### src/rtl/rf3w_master.sv
module rf3w_master #(
  parameter int DIV = 4,
  parameter int WA  = 4,
  parameter int RA  = 5,
  parameter int DW  = 12
) (
  input  logic          clk,
  input  logic          rst_n,
  input  logic          req_valid,
  output logic          req_ready,
  input  logic          req_read,
  input  logic [RA-1:0] req_addr,
  input  logic [DW-1:0] req_wdata,
  output logic          done,
  output logic [DW-1:0] rd_data,
  output logic          rf_en,
  output logic          rf_clk,
  output logic          rf_dir,
  output logic          rf_dout,
  output logic          rf_doe,
  input  logic          rf_din
);

  localparam int FW  = DW + WA;
  localparam int CW  = (DIV > 1) ? $clog2(DIV) : 1;
  localparam int NBW = $clog2(FW + 1);

  typedef enum logic [2:0] {
    S_IDLE, S_START, S_LEAD, S_LOW, S_HIGH, S_TURN, S_TAIL, S_END
  } st_t;

  st_t            state;
  logic [CW-1:0]  cnt;
  logic [NBW-1:0] nbit;
  logic [FW-1:0]  tx;
  logic [DW-1:0]  rx;
  logic           rd_q;
  logic           en_q, sclk_q, dir_q, dout_q, doe_q, done_q;
  logic [DW-1:0]  rdata_q;
  logic           last;

  assign last      = (cnt == CW'(DIV - 1));
  assign req_ready = (state == S_IDLE);
  assign done      = done_q;
  assign rd_data   = rdata_q;
  assign rf_en     = en_q;
  assign rf_clk    = sclk_q;
  assign rf_dir    = dir_q;
  assign rf_dout   = dout_q;
  assign rf_doe    = doe_q;

  always_ff @(posedge clk or negedge rst_n) begin
    if (!rst_n) begin
      state   <= S_IDLE;
      cnt     <= '0;
      nbit    <= '0;
      tx      <= '0;
      rx      <= '0;
      rd_q    <= 1'b0;
      en_q    <= 1'b1;
      sclk_q  <= 1'b0;
      dir_q   <= 1'b0;
      dout_q  <= 1'b0;
      doe_q   <= 1'b1;
      done_q  <= 1'b0;
      rdata_q <= '0;
    end else begin
      done_q <= 1'b0;
      if (state == S_IDLE) begin
        cnt <= '0;
        if (req_valid) begin
          state <= S_START;
          rd_q  <= req_read;
          if (req_read) begin
            tx   <= {req_addr, {(FW - RA){1'b0}}};
            nbit <= NBW'(RA);
          end else begin
            tx   <= {req_wdata, req_addr[WA-1:0]};
            nbit <= NBW'(FW);
          end
        end
      end else if (!last) begin
        cnt <= cnt + 1'b1;
      end else begin
        cnt <= '0;
        case (state)
          S_START: begin
            state <= S_LEAD;
            en_q  <= 1'b0;
          end
          S_LEAD: begin
            state  <= S_LOW;
            dout_q <= tx[FW-1];
            tx     <= {tx[FW-2:0], 1'b0};
          end
          S_LOW: begin
            state  <= S_HIGH;
            sclk_q <= 1'b1;
          end
          S_HIGH: begin
            sclk_q <= 1'b0;
            nbit   <= nbit - 1'b1;
            if (dir_q) rx <= {rx[DW-2:0], rf_din};
            if (nbit != NBW'(1)) begin
              state <= S_LOW;
              if (!dir_q) begin
                dout_q <= tx[FW-1];
                tx     <= {tx[FW-2:0], 1'b0};
              end
            end else if (rd_q && !dir_q) begin
              state <= S_TURN;
              dir_q <= 1'b1;
              doe_q <= 1'b0;
              nbit  <= NBW'(DW);
            end else begin
              state <= S_TAIL;
            end
          end
          S_TURN: state <= S_LOW;
          S_TAIL: begin
            state  <= S_END;
            en_q   <= 1'b1;
            doe_q  <= 1'b1;
            dout_q <= 1'b0;
          end
          S_END: begin
            state  <= S_IDLE;
            dir_q  <= 1'b0;
            done_q <= 1'b1;
            if (rd_q) rdata_q <= rx;
          end
          default: state <= S_IDLE;
        endcase
      end
    end
  end

endmodule

### config.mk
export PLATFORM = sky130hd
export DESIGN_NAME = rf3w_master
export DESIGN_NICKNAME = d
export VERILOG_FILES = /design/src/rtl/rf3w_master.sv
export SDC_FILE = /design/constraint.sdc
export NUM_CORES = 1
export LEC_CHECK = 0
export CAP_MARGIN = 20
export CORE_MARGIN = 3
export CORE_UTILIZATION = 48
export CTS_CLUSTER_SIZE = 14
export DETAILED_ROUTE_END_ITERATION = 8
export PLACE_DENSITY = 0.75
export SLEW_MARGIN = 5
export SYNTH_ARGS = -nofsm -noshare
export SYNTH_HDL_FRONTEND = slang
export SYNTH_SLANG_ARGS = --single-unit
### constraint.sdc
create_clock -name clk -period 1.9 [get_ports clk]
set_clock_uncertainty 0.1 [all_clocks]
set_input_delay 0.38 -clock clk [delete_from_list [all_inputs] [get_ports clk]]
set_output_delay 0.38 -clock clk [all_outputs]
set_load 0.02 [all_outputs]
# Word level (Yosys, flattened, before mapping)
# Cells that the tools add are included.
[totals]
word_cells = 91
latch_bits = 0
mem_bits_rw = 0
out_inout_bits = 19
mem_count = 0
romBits = 0
reg_bits = 57
[op_classes]
bitwise_logic = 1
n_mul = 0
shifts = 0
eq_ne = 16
n_div = 0
n_mux = 36
order_cmp = 0
reduce_logical = 23
add_sub_neg = 2
[ops]
columns = ["op", "n"]
rows = [
  ["$mux 16", 6],
  ["$mux 5", 7],
  ["$pmux 16 s2", 1],
  ["$reduce_and 5->1", 4],
  ["$pmux 3 s5", 1],
  ["$eq 3x3->1 const B", 4],
  ["$mux 3", 4],
  ["$reduce_bool 2->1", 6],
  ["$ne 2x2->1 const B", 5],
  ["$mux 1", 9],
  ["$reduce_and 3->1", 3],
  ["$pmux 1 s2", 4],
  ["$reduce_and 4->1", 2],
  ["$eq 3x2->1 const B", 2],
  ["$mux 2", 3],
  ["$ne 3x3->1 const B", 2],
  ["$reduce_bool 3->1", 2],
  ["$ne 5x1->1 const B", 1],
  ["$sub 5x1->5 const B", 1],
  ["$reduce_and 2->1", 2],
  ["$eq 3x1->1 const B", 1],
  ["$logic_not 3->1", 1],
  ["$pmux 1 s3", 1],
  ["$add 2x1->2 const B", 1],
  ["other kinds (5)", 5],
]

# Depth between registers and ports, before layout
# Gate-level depths: netlist (run 1).
[logic_depth]
ltp_word = 7
mapped_depth = 7
mapped_depth_nobuf = 6

# Worst setup path after synthesis (run 1)
# OpenSTA, ideal clock, no wires.
[synth_path]
path_type = "register to register"
start = "register nbit[1]"
end = "register nbit[4]"
n_path_buf = 0
setup_ns = 0.121
stages_incl_launch_ff = 7
path_slack_ns = -0.023
synth_period_minus_slack_ns = 1.923
arrival_time_ns = 1.702
cell_sequence = "dfrtp_1 -> inv_1 -> ha_1 -> or4b_4 -> or2_4 -> a41o_1 -> a22o_1"
[synth_between]
elab_chain_cells = 6
[synth_rtl]
columns = ["element", "line_no", "source"]
rows = [
  ["from (decl)", "34", "logic [NBW-1:0] nbit;"],
  ["from (signal assigned)", "76", "nbit <= NBW'(RA);"],
  ["from (signal assigned)", "79", "nbit <= NBW'(FW);"],
  ["from (signal assigned)", "102", "nbit <= nbit - 1'b1;"],
  ["$sub 5x1->5", "102", ""],
  ["$mux 5", "110", "end else if (rd_q && !dir_q) begin"],
  ["$mux 5 (*)", "104", "if (nbit != NBW'(1)) begin"],
  ["$mux 5 (*)", "86", "case (state)"],
  ["$mux 5 (*)", "82", "end else if (!last) begin"],
  ["$mux 5 (*)", "69", "if (state == S_IDLE) begin"],
]
# Every way passes the cells marked *; elsewhere a longest branch is shown, timed or not. The select of a mux whose other input is x is not followed.
# A chain may end at the register's enable or synchronous reset.

# Worst setup path in the final report (run 1)
# Ends and elaborated chain as after synthesis.

==> results of run 1 <==
-- routing by layer --
layer / share of wire / up-vias
met2: 0.47 / 45
met4: 0.020 / 0
met3: 0.050 / 11
met5: 0 / -
li1: - / 970
met1: 0.46 / 958
-- repair_timing --
| action | 4_1_cts | 5_1_grt |
|---|---|---|
| hold endpoints to repair | 55 | 0 |
| buffers inserted | 1 | 0 |
| hold buffers | 1 | 0 |
| gates cloned | 0 | 0 |
| resized for setup | 10 | 4 |
| setup endpoints to repair | 19 | 19 |
| pin swaps | 2 | 2 |
-- logic make-up after synthesis --
logic type,Yosys count,share of synthesized area
multiplexers,49,0.194
AO/OA/AOI/OAI,45,0.102
buffers and inverters,30,0.0475
flip-flops,57,0.527
AND/OR/NAND/NOR,53,0.115
adder cells (fa/ha/maj),3,0.0139
-- power by group --
part	leakage (nW)	internal [mW]	switching (mW)	total [mW]
clock network	0.0953	0.636	0.479	1.11
registers	0.734	1.53	0.197	1.73
logic	0.922	0.848	0.897	1.74
total	1.75	3.02	1.57	4.59
-- sequential cells by signal (all words and copies together) (netlist names), 2 cells and up --
name	count
state	3
rx	12
cnt	2
nbit	5
rd_data	12
tx	16
-- synth_stat cells --
| cell | count | area share |
|---|---|---|
| nor2_1 | 9 | 0.012 |
| o21ai_0 | 13 | 0.024 |
| nand3b_1 | 1 | 0.0028 |
| a32oi_1 | 2 | 0.0065 |
| nand2b_1 | 4 | 0.0092 |
| o31ai_1 | 3 | 0.0083 |
| nor4b_1 | 1 | 0.0032 |
| and4bb_2 | 1 | 0.0046 |
| nand2_1 | 14 | 0.019 |
| a31oi_1 | 2 | 0.0046 |
| or3_1 | 1 | 0.0023 |
| a21oi_1 | 16 | 0.030 |
| a41o_1 | 1 | 0.0037 |
| mux2i_1 | 20 | 0.074 |
| buf_6 | 1 | 0.0042 |
| and3b_1 | 1 | 0.0032 |
| inv_1 | 17 | 0.024 |
| o41ai_1 | 1 | 0.0032 |
| or4b_4 | 1 | 0.0051 |
| and2_1 | 2 | 0.0046 |
| and3_2 | 1 | 0.0028 |
| buf_2 | 7 | 0.013 |
| mux2_2 | 29 | 0.12 |
| nor3_2 | 1 | 0.0037 |
| ha_1 | 3 | 0.014 |
| nor2b_1 | 1 | 0.0023 |
| dfstp_2 | 2 | 0.019 |
| dfrtp_1 | 55 | 0.51 |
| o22a_1 | 1 | 0.0032 |
| o21ai_2 | 1 | 0.0032 |
| nand3_1 | 1 | 0.0018 |
| buf_1 | 1 | 0.0014 |
| o31a_1 | 1 | 0.0032 |
| a22o_1 | 3 | 0.0097 |
| or2_4 | 1 | 0.0032 |
| nor3b_1 | 11 | 0.030 |
| clkbuf_1 | 4 | 0.0055 |
| o21a_1 | 1 | 0.0028 |
| nor3_1 | 2 | 0.0037 |
-- final cells by class --
type	count	area, µm²	area share
Multi-Input combinational cell	150	1190	0.330
Clock inverter	5	55.1	0.0153
Clock buffer	11	141	0.0392
Sequential cell	57	1430	0.396
Tap cell	70	87.6	0.0243
Timing Repair Buffer	68	641	0.178
Inverter	17	63.8	0.0177
-- worst paths after layout --
check / from / slack, ns / depth (start not counted) / to
max: nbit[1] / 0.02 / 6 / nbit[4]
min: cnt[0] / 0.34 / 1 / cnt[0]
max reg2reg: nbit[1] / 0.02 / 6 / nbit[4]
min reg2reg: cnt[0] / 0.34 / 1 / cnt[0]
max in group asynchronous: rst_n / 0.92 / 3 / rf_en
min in group asynchronous: rst_n / 0.47 / 3 / state[1]
-- per-stage QoR --
step	instances	setup TNS (ns)	utilization	hold slack [ns]	power, mW
after CTS	378	0	0.682	0.341	4.59
after floorplan	237	0	-	-0.0156	2.82
after detailed placement	360	-0.720	0.638	0.306	3.43
after global routing	378	-0.778	0.685	0.378	4.91
after global placement	360	-0.165	0.638	0.300	3.36
final	378	0	0.685	0.342	4.59
==> out/results.ini, run 1 <==
[global_route]
use_met3=0.0565
use_met2=0.285
grt_pass1_wl_um=9050
grt_pass1_vias=1983
use_met1=0.234
grt_max_degree=58
track_usage=0.182
grt_most_used_layer=met2
grt_overflow=0
antenna_found_initial=0

[clocking]
clk_path_buf_depth=2
h-tree-depth=3
path_clk_slew_ns=0.06
cts_tree=yes
cts_root_buffer=clkbuf_8
cts_sinks=57
clk-insertion-delay-late_ns=0.33
cts-buffers-inserted=9

[worst_setup_path]
cp_data_arrival_time_ns=2.00
critPathMaxFanout=4
cp-start-kind=flop
crit_buf_inv=1
crit_path_end_kind=flop
crit_family=simple AND/OR/NAND/NOR gates
crit_required_ns=2.02
crit_type=reg -> reg
path_cells=inv_2, ha_4, or4b_4, or2_4, a41o_1, a22o_1
slowest_stage=or4b_4
max_stage_delay_ns=0.46

[synth]
synth_warnings=0
seq_area_frac_synth=0.527
ys_seq_elements=57
syn_area_um2=2710
avgSynthCellArea_um2=11.4
synth.distinct_cells=39
synth_fp_nets=262
syn_inst=237

[route]
vias_per_cell=5.25
drtIter0Drc=89
first_pass_iters=4
drc=0
wl_per_cell_um=14.1
postRouteAntennaNets=0
vias=1984
routed_wl_um=5350

[floorplan]
die_area_um2=6580
core_um2=5270
ios=41
fp.dieW_um=81.1
die_h_um=81.1
rows=26
initial_utilization=0.514

[layout]
fin_nets=328
final_cell_mix=dfrtp_1 (55), clkdlybuf4s50_1 (35), mux2_2 (29)
final_common_cell=dfrtp_1
areaGrowthSynthToFinish_pct=33.1
num_antenna_cells=0
fillers=422
drive_gt1_frac=0.279
finalInstanceArea_um2=3610

[pwr]
peakVddDrop_uv=641
p_per_area_nw_per_um2=1270
p_leak_nw=1.75

[place]
place_congestion=0.874
numPortBuffers=40
hpwl_um=3630
place_ws_ns=-0.0853
dpl_cell_area_um2=3360

[timing]
hold_violations=0
worst_pin_slew_ns=0.350
post-route-period-util=0.989
slew_violations=0
setup_violations=0
fin_ws_ns=0.0217
finalCriticalPeriod_ns=1.88
slew_headroom=0.767
fmax_ghz=0.532
rsz0062_at_grt=true

[worst_hold_path]
hold_class=reg -> reg

[outcome]
status=completed

[run]
drv_cap=0

Note: power is estimated with default switching activity, not from simulation.
==> run 2, diff against run 1 <==
ABC_AREA = 1   (was not set)
CORE_UTILIZATION = 49   (was 48)
PLACE_DENSITY = 0.76   (was 0.75)
clock period = 1.57 ns   (was 1.9 ns; I/O delays follow)
==> run 2 against run 1 <==
Compared with the run above: the run now ends with setup timing left; count of clock-buffer cells in the layout up 2; critical path depth grew 3; power decreased by 37%; register-to-register slack worse by 0.05 ns; cell count increased by 47%; core utilization rose by 6.7 points; die area grew 5.9%; synthesized cell count rose by 68%.
==> out/results.ini, run 2 <==
[outcome]
status=finished, violations left
violations=setup timing

[worst_hold_path]
min_to=tx[0]
hold_class=reg -> reg
hp-start=tx[0]
whs_path_depth=2  ; +1

[worst_setup_path]
reg2reg_depth=9  ; +3
crit_path_start=state[1]
crit_buf_inv=3  ; +2
reg2reg_to=rd_data[10]
crit_type=reg -> reg
crit_path_end_kind=flop
max_stage_delay_ns=0.41  ; -0.05 ns
timing.rr.start=state[1]
path_cells=buf_6, nand2_2, nor2_2, nand2_2, nor3_4, buf_6, clkbuf_16, nand2_1, o21ai_1
cp-start-kind=flop
critPathMaxFanout=12  ; +8
rrSetupSlack_ns=-0.03  ; -0.05 ns
crit_family=simple AND/OR/NAND/NOR gates
slowest_stage=dfrtp_1
crit_required_ns=1.74  ; -0.28 ns
cp_data_arrival_time_ns=1.77  ; -0.23 ns

[timing]
slew_headroom=0.731  ; -0.0353
holdWs_ns=0.373  ; +0.0316 ns
fmax_ghz=0.626  ; +18%
setup_violations=11  ; +11
hold_violations=0  ; unchanged
rsz0062_at_grt=true
worst_pin_slew_ns=0.403  ; +0.0530 ns
fin_setup_tns_ns=-0.107  ; -0.107 ns
post-route-period-util=1.02  ; +0.0283
slew_violations=0  ; unchanged
fin_ws_ns=-0.0264  ; -0.0482 ns
finalCriticalPeriod_ns=1.60  ; -0.282 ns

[pwr]
peakVddDrop_uv=457  ; -29%
swShare=0.227  ; -0.116
p_int_mw=2.22  ; -26%
power.switching_mw=0.653  ; -58%
pwr-share-comb=0.044  ; -0.336
power_frac_seq=0.511  ; +0.134
power_mw=2.88  ; -37%
p_leak_nw=2.29  ; +31%
power_frac_clock=0.446  ; +0.203
p_per_area_nw_per_um2=674  ; -47%

[place]
dp.cells=526  ; +46%
place_congestion=0.867  ; -0.84%
numPortBuffers=40  ; unchanged
hpwl_um=4810  ; +33%

[route]
drc=0  ; unchanged
routed_wl_um=8230  ; +54%
vias_per_cell=5.39  ; +2.7%
vias=2992  ; +51%
first_pass_iters=5  ; +1
wl_per_cell_um=14.8  ; +4.8%
postRouteAntennaNets=0  ; unchanged
drtIter0Drc=213  ; +140%

[layout]
final_cell_mix=nand2_1 (135), dfrtp_1 (53), inv_1 (37)
largest_register_ff_count=16  ; unchanged
stdcell_count=555  ; +47%
areaGrowthSynthToFinish_pct=45.0
final_common_cell=nand2_1
fillers=407  ; -3.6%
num_antenna_cells=0  ; unchanged
fin_nets=504  ; +54%
drive_gt1_frac=0.271  ; -0.00800
regMostFlops=tx
fin_util=0.752  ; +0.0675

[global_route]
grt_overflow=0  ; unchanged
track_usage=0.224  ; +0.0421
antenna_found_initial=0  ; unchanged
grt_max_degree=30  ; -48%
grt_pass1_vias=2738  ; +38%
grt_pass1_wl_um=12700  ; +41%

[synth]
synth_warnings=0  ; unchanged
async_flop_share=1.00  ; unchanged
avgSynthCellArea_um2=7.40  ; -35%
ys.flop_type=dfrtp_1
yosysMostFrequentCell=nand2_1
synth_fp_nets=423  ; +61%
synth.distinct_cells=24  ; -38%
seq_area_frac_synth=0.485  ; -0.0419
syn_inst=398  ; +68%
synth.top_cells.by_area=dfrtp_1 (47%), nand2_1 (21%), inv_1 (4.8%), nand3_1 (4.8%), nand4_1 (4.7%)
yosysTopAreaCell=dfrtp_1
ys_seq_elements=57  ; unchanged
synth_common_cells=nand2_1 (161), dfrtp_1 (55), inv_1 (38), nand3_1 (28), nor2_1 (27)
syn_area_um2=2940  ; +8.6%
yosysTopAreaCellShare=0.467  ; -0.0404
synth-edff-count=0  ; unchanged

[clocking]
clk-insertion-delay-late_ns=0.34  ; about the same
path_clk_slew_ns=0.07  ; about the same
cts_root_buffer=clkbuf_8
cts-buffers-inserted=9  ; unchanged
cts_tree=yes
cts_sinks=57  ; unchanged
h-tree-depth=3  ; unchanged
clk_path_buf_depth=2  ; unchanged

[floorplan]
rows=27  ; +3.8%
core_um2=5680  ; +7.7%
ios=41  ; unchanged
die_area_um2=6970  ; +5.9%
initial_utilization=0.519  ; +0.00449
fp.dieW_um=83.5  ; +2.9%
die_h_um=83.5  ; +2.9%

[run]
drv_cap=0  ; unchanged

-- run 2: changes by cell type after synthesis, sizes merged, moves of 3 or more --
| cell | delta |
|---|---|
| nor3b | -11 |
| o21ai | +8 |
| mux2i | -20 |
| mux2 | -29 |
| nand3 | +27 |
| nand2b | -4 |
| inv | +26 |
| nand4 | +23 |
| a22o | -3 |
| a21oi | -12 |
| nand2 | +149 |
| clkbuf | +3 |
| nor2 | +23 |
-- run 2: what timing repair did --
action                                  CTS  global route
buffers inserted                          0             8
hold buffers                              1             0
endpoints found under the setup margin   51            51
hold endpoints to repair                 55             0
pin swaps                                 2            20
gates resized for setup                  35            75
gates cloned                              1             5
-- run 2: metrics by stage --
stage               worst slack, ns  instance area, µm²
floorplan                    0.0248                2950
global placement             -0.151                3640
detailed placement           -0.213                3640
CTS                         -0.0533                3860
global route                 -0.124                4270
finish                      -0.0264                4270
-- run 2: how the worst max path moves through the flow --
stage	slack, ns	depth (start not counted)	end
2_1_floorplan	0.02	7	tx[0]
3_3_place_gp	-0.15	6	tx[8]
3_5_place_dp	-0.21	6	tx[14]
4_1_cts	-0.05	8	rx[5]
5_1_grt	-0.12	9	rf_doe
6_report	-0.03	9	rd_data[10]
-- run 2: cells by family after synthesis --
logic type / after synthesis / share of synthesized area
and+or+nand+nor: 248 / 0.367
buffers and inverters: 61 / 0.0833
xor gates and xnor gates: 1 / 0.00298
AOI/OAI and AO/OA: 28 / 0.0489
DFF: 57 / 0.485
adders and majority gates: 3 / 0.0128
-- run 2: cell type report --
cell class	count	area [µm²]	share of cell area
flip-flops and latches	57	1430	0.335
well taps	72	90.1	0.0211
inverters	43	164	0.0384
repair buffers	87	902	0.211
multi-input cells	281	1500	0.351
clock inverters	2	12.5	0.00293
clock buffers	13	169	0.0396
-- run 2: power groups by stage --
stage	Combinational [mW]	Sequential [mW]	Clock, mW
floorplan	0.0274	1.50	0
global placement	0.124	1.50	0
detailed placement	0.125	1.50	0
CTS	0.127	1.47	1.28
global route	0.142	1.47	1.37
finish	0.125	1.47	1.28
-- run 2: worst reg2reg max path, cell delays in order, from the launching register on --
cell       delay, ns
dfrtp_1         0.41
buf_6           0.13
nand2_2         0.06
nor2_2          0.12
nand2_2         0.08
nor3_4          0.17
buf_6           0.16
clkbuf_16       0.17
nand2_1         0.06
o21ai_1         0.06
-- run 2: layer usage --
layer,track usage,routed length (µm),part of all wire,up-vias
li1,-,-,-,1430
met5,0,0,0,-
met3,0.0444,499,0.061,18
met1,0.292,3580,0.44,1422
met2,0.364,3940,0.48,122
met4,0.0965,203,0.025,0
